[src/rtl/addr_sweep_pkg.sv]
package addr_sweep_pkg;
  typedef enum logic {
    DIR_UP   = 1'b0,
    DIR_DOWN = 1'b1
  } dir_e;
endpackage

[src/rtl/addr_sweep_bounds.sv]
module addr_sweep_bounds
  import addr_sweep_pkg::*;
#(
  parameter int W = 4
) (
  input  logic         clk,
  input  logic         rst,
  input  logic         load,
  input  logic [W-1:0] first_addr,
  input  logic [W-1:0] last_addr,
  output logic [W-1:0] end_q,
  output dir_e         dir_q
);
  // Direction is fixed once per run, from the two bounds at load time.
  always_ff @(posedge clk) begin
    if (rst) begin
      end_q <= '0;
      dir_q <= DIR_UP;
    end else if (load) begin
      end_q <= last_addr;
      dir_q <= (first_addr > last_addr) ? DIR_DOWN : DIR_UP;
    end
  end
endmodule

[src/rtl/addr_sweep_step.sv]
module addr_sweep_step
  import addr_sweep_pkg::*;
#(
  parameter int W = 4
) (
  input  logic         clk,
  input  logic         rst,
  input  logic         load,
  input  logic         advance,
  input  dir_e         dir,
  input  logic [W-1:0] first_addr,
  input  logic [W-1:0] end_addr,
  output logic [W-1:0] addr_q,
  output logic         at_end
);
  localparam logic [W-1:0] ONE = {{(W-1){1'b0}}, 1'b1};

  // A single register per bit: the loaded value goes straight to the output.
  always_ff @(posedge clk) begin
    if (rst)
      addr_q <= '0;
    else if (load)
      addr_q <= first_addr;
    else if (advance)
      addr_q <= (dir == DIR_DOWN) ? addr_q - ONE : addr_q + ONE;
  end

  assign at_end = (addr_q == end_addr);

  AST_STEP_UP: assert property (@(posedge clk) disable iff (rst)
    (advance && !load && dir == DIR_UP) |=> (addr_q == $past(addr_q) + ONE));
  AST_STEP_DOWN: assert property (@(posedge clk) disable iff (rst)
    (advance && !load && dir == DIR_DOWN) |=> (addr_q == $past(addr_q) - ONE));
endmodule

[src/rtl/addr_sweep_ctrl.sv]
module addr_sweep_ctrl (
  input  logic clk,
  input  logic rst,
  input  logic start,
  input  logic at_end,
  output logic load,
  output logic advance,
  output logic busy_q,
  output logic done_q
);
  assign load    = start && !busy_q;
  assign advance = busy_q && !at_end;

  always_ff @(posedge clk) begin
    if (rst) begin
      busy_q <= 1'b0;
      done_q <= 1'b0;
    end else begin
      done_q <= busy_q && at_end;
      if (load)
        busy_q <= 1'b1;
      else if (busy_q && at_end)
        busy_q <= 1'b0;
    end
  end

  AST_DONE_SINGLE: assert property (@(posedge clk) disable iff (rst)
    done_q |=> !done_q);
  AST_DONE_IDLE: assert property (@(posedge clk) disable iff (rst)
    done_q |-> !busy_q);
  AST_LOAD_BUSY: assert property (@(posedge clk) disable iff (rst)
    load |=> (busy_q && !done_q));
endmodule

[src/rtl/addr_sweep.sv]
module addr_sweep
  import addr_sweep_pkg::*;
#(
  parameter int W = 4
) (
  input  logic         clk,
  input  logic         rst,
  input  logic         start,
  input  logic [W-1:0] first_addr,
  input  logic [W-1:0] last_addr,
  output logic [W-1:0] addr,
  output logic         busy,
  output logic         done
);
  logic         load;
  logic         advance;
  logic         at_end;
  logic [W-1:0] end_q;
  dir_e         dir_q;

  addr_sweep_ctrl u_ctrl (
    .clk     (clk),
    .rst     (rst),
    .start   (start),
    .at_end  (at_end),
    .load    (load),
    .advance (advance),
    .busy_q  (busy),
    .done_q  (done)
  );

  addr_sweep_bounds #(.W(W)) u_bounds (
    .clk        (clk),
    .rst        (rst),
    .load       (load),
    .first_addr (first_addr),
    .last_addr  (last_addr),
    .end_q      (end_q),
    .dir_q      (dir_q)
  );

  addr_sweep_step #(.W(W)) u_step (
    .clk        (clk),
    .rst        (rst),
    .load       (load),
    .advance    (advance),
    .dir        (dir_q),
    .first_addr (first_addr),
    .end_addr   (end_q),
    .addr_q     (addr),
    .at_end     (at_end)
  );

  AST_START_IGNORED: assert property (@(posedge clk) disable iff (rst)
    (busy && start) |=> ($stable(end_q) && $stable(dir_q)));
  AST_IDLE_HOLD: assert property (@(posedge clk) disable iff (rst)
    (!busy && !start) |=> ($stable(addr) && !busy));
endmodule

[config.mk]
export PLATFORM = sky130hd
export DESIGN_NAME = addr_sweep
export DESIGN_NICKNAME = d
export VERILOG_FILES = /design/src/rtl/addr_sweep_pkg.sv /design/src/rtl/addr_sweep_bounds.sv /design/src/rtl/addr_sweep_step.sv /design/src/rtl/addr_sweep_ctrl.sv /design/src/rtl/addr_sweep.sv
export SDC_FILE = /design/constraint.sdc
export NUM_CORES = 1
export LEC_CHECK = 0
export BUFFER_PORTS_ARGS = -buffer_cell sky130_fd_sc_hd__buf_4
export CAP_MARGIN = 0
export CORE_UTILIZATION = 48
export DETAILED_ROUTE_END_ITERATION = 8
export PLACE_DENSITY = 0.73
export SYNTH_ARGS = -nofsm -noshare
export SYNTH_HDL_FRONTEND = slang
export SYNTH_SLANG_ARGS = --single-unit
[constraint.sdc]
create_clock -name clk -period 3 [get_ports clk]
set_input_delay 0.6 -clock clk [delete_from_list [all_inputs] [get_ports clk]]
set_output_delay 0.6 -clock clk [all_outputs]
set_load 0.01 [all_outputs]
==> impl_results.md <==
* Outcome: complete, no violations
* Worst reg2reg startpoint: u_step.addr_q[0]
* Delay of the slowest cell on the worst path at 0.29 ns
* Power Dens Cells at 493 nW/um^2
* TritonCTS clock tree: done
* Initial antenna violation count at 0
* # Post-CTS Setup Buffers at 0
* Post-CTS sizing at 0
* Syn Inst Count at 79
* Min-delay src: u_bounds.end_q[2]
* Min Clock Period, post-route at 1.57 ns
* Via density at 5.08
* TritonCTS Buffers at 3
* Share of layout cells above drive strength 1 at 22.9%
* Crit share post-route at 52.5%
* FMAX at 0.635 GHz
* Pre-CTS setup slack at 1.18 ns
* GRT Total Usage at 21.3%
* Clk root buf: clkbuf_4
* ANT nets after route at 0
* Initial drt markers at 13
* Syn. warnings at 0
* Final setup fails at 0
* Post-synthesis register bit count at 11
* Slew Limit Headroom at 69.4%
* Clk_skew at 0.00146 ns
* Reg2reg setup slack at 1.43 ns
* Area Growth Syn to Fin at 22.6%
* CP startpoint kind: primary input
* Top post-synthesis cells by area: dfxtp_1 (33%), ha_1 (11%), xnor2_1 (9.1%)
* Clk_lat worst skew at 0.26 ns
* Worst path bufs/invs at 1
* Core area at 1300 um^2
* Clk buf depth at 2
* Largest family of logic cells by synthesized area: compound AO/OA/AOI/OAI gates
* Crit Path Category: primary input to register
* CP dominant cell by count: o21a_1
* Die H at 39.5 um
* Hold Violations, Final at 0
* GP Congestion at 0.705
* First-pass iteration count of the detailed router at 4
* Rows at 13
* Simple-gate area share of the yosys netlist at 14.5%
* CP startpoint: first_addr[1]
* CTS Sinks at 11
* ANT cells at 0
* RSZ-0062 raised after global routing: false
* Synthesized cell area at 674 um^2
* Pin count of the biggest net entering global routing at 12
* Slew Limit Fails at 0
* Largest area contributor in the netlist: dfxtp_1
* WP data arrival at 1.72 ns
* Max-cap violations at 0
* Die W at 39.5 um
* Worst-margin pin slew at 0.458 ns
* Slowest CP cell: ha_1
* H-tree depth at 1
* Count of buffers from port buffering at 16
* Cell variety after synth at 24
* Vias at 564
* Reg clk slew, reported paths at 0.07 ns
* CP Max Fanout at 2
* Initial core utilization at 51.8%
* Final net count at 115
* Leakage at 0.366 nW
* First-pass GRT wire length at 2210 um
* Largest delay share family, worst path: compound AO/OA/AOI/OAI gates
* Dpl hpwl at 1020 um
* Peak VDD IR at 0.278 mV
* WL final at 1290 um
* Area share of fa/ha/maj cells after synthesis at 14.1%
* Crit end category: register
* Worst hold path type: register to register
* Worst path required time at 3.15 ns
* Number of global-route vias before repair at 529
* Die area at 1560 um^2
* Average cell area after synthesis at 8.54 um^2
* XOR/XNOR Fraction of Synth Area at 10.4%
* DRC at 0
* DR WL/cell at 11.6 um
* Register area share after synthesis at 32.7%
* Post-synthesis mux area share at 1.48%
* Setup TNS at 0 ns
* Synthesized Nets at 97
* Gr ovfl total at 0
* Boundary Pins at 17
* Share of the synthesized area in the top cell type at 32.7%
* Count of hold-fix buffers inserted at cts at 0
* Crit-path cells: buf_4 -> ha_1 -> nor2b_1 -> o21a_1 -> o21a_1 -> o21ai_0 -> a21oi_1
* Final worst slack at 1.43 ns
* Compound-Gate Fraction of Synth Area at 21.2%
[area by class of cell]
| cell class | instances | area [um^2] |
|---|---|---|
| fill | 133 | 474 |
| multi-input combinational | 58 | 415 |
| sequential | 11 | 220 |
| timing repair buffer | 16 | 120 |
| clock buffer | 4 | 26.3 |
| inverter | 7 | 26.3 |
| tap | 15 | 18.8 |
[flip-flops by register name (all words and copies together), names as in the netlist]
name / flops
u_bounds.dir_q: 1
u_bounds.end_q: 4
u_ctrl.busy_q: 1
u_ctrl.done_q: 1
u_step.addr_q: 4
[synth_stat cells]
library cell,number
a211oi_1,3
inv_1,7
a21oi_1,9
nand2_1,12
o21a_1,2
buf_2,1
o21ai_0,3
nor3b_1,1
nor2_1,2
ha_1,6
a41oi_1,1
xnor2_1,7
nor2b_1,3
xor2_1,1
a21o_1,1
fa_1,1
mux2i_1,1
a311o_1,1
dfxtp_1,11
o21ba_2,1
nand4_2,1
nand2b_1,1
a21oi_2,1
clkbuf_1,2
[path summary, 6_finish.rpt]
path | cells past startpoint | endpoint
min reg2reg | 2 | u_bounds.end_q[2]
min | 2 | u_bounds.end_q[2]
max reg2reg | 6 | u_step.addr_q[2]
max | 7 | u_bounds.dir_q
[layout by cell type, fill, tap and decap left out, drive strengths merged, types with 2 or more instances in the layout]
cell type	n
buf	16
nand2	12
dfxtp	11
a21oi	10
inv	7
xnor2	7
ha	6
clkbuf	4
nor2b	3
a211oi	3
o21ai	3
nor2	2
o21a	2
[through the flow]
stage	power [mW]	hold slack [ns]	std cells	cell area, um^2	util, %
after floorplan	0.271	0.449	79	674	-
after CTS	0.414	0.474	111	827	63.6
final	0.407	0.470	111	827	63.6
after global routing	0.442	0.495	111	827	63.6
after detailed placement	0.314	0.463	107	801	61.5
after global placement	0.310	0.460	107	801	61.5
[where the power goes]
group | leakage, nW | internal, mW | switching [mW]
Combinational | 0.260 | 0.0667 | 0.0637
Clock | 0.0150 | 0.0513 | 0.0465
Sequential | 0.0906 | 0.160 | 0.0189
[cells by family after synthesis]
group | Yosys count
AO/OA/AOI/OAI | 22
AND/OR/NAND/NOR | 20
flip-flops | 11
buffers and inverters | 10
XOR/XNOR | 8
adder cells (fa/ha/maj) | 7
multiplexers | 1
[layer usage]
layer / routed length, um / global-route usage [%] / vias to the layer above
met4: 8 / 7.76 / 0
met1: 611 / 25.9 / 248
met5: 0 / 0 / -
li1: - / - / 302
met2: 618 / 36.9 / 12
met3: 51 / 3.41 / 2
[tightest hold or removal path, delay by kind of cell, from the launching register on]
kind | cells | cell delay, ns
and+or+nand+nor | 1 | 0.05
DFF | 1 | 0.32
AOI/OAI and AO/OA | 1 | 0.05
Note: power is estimated with default switching activity, not from simulation.
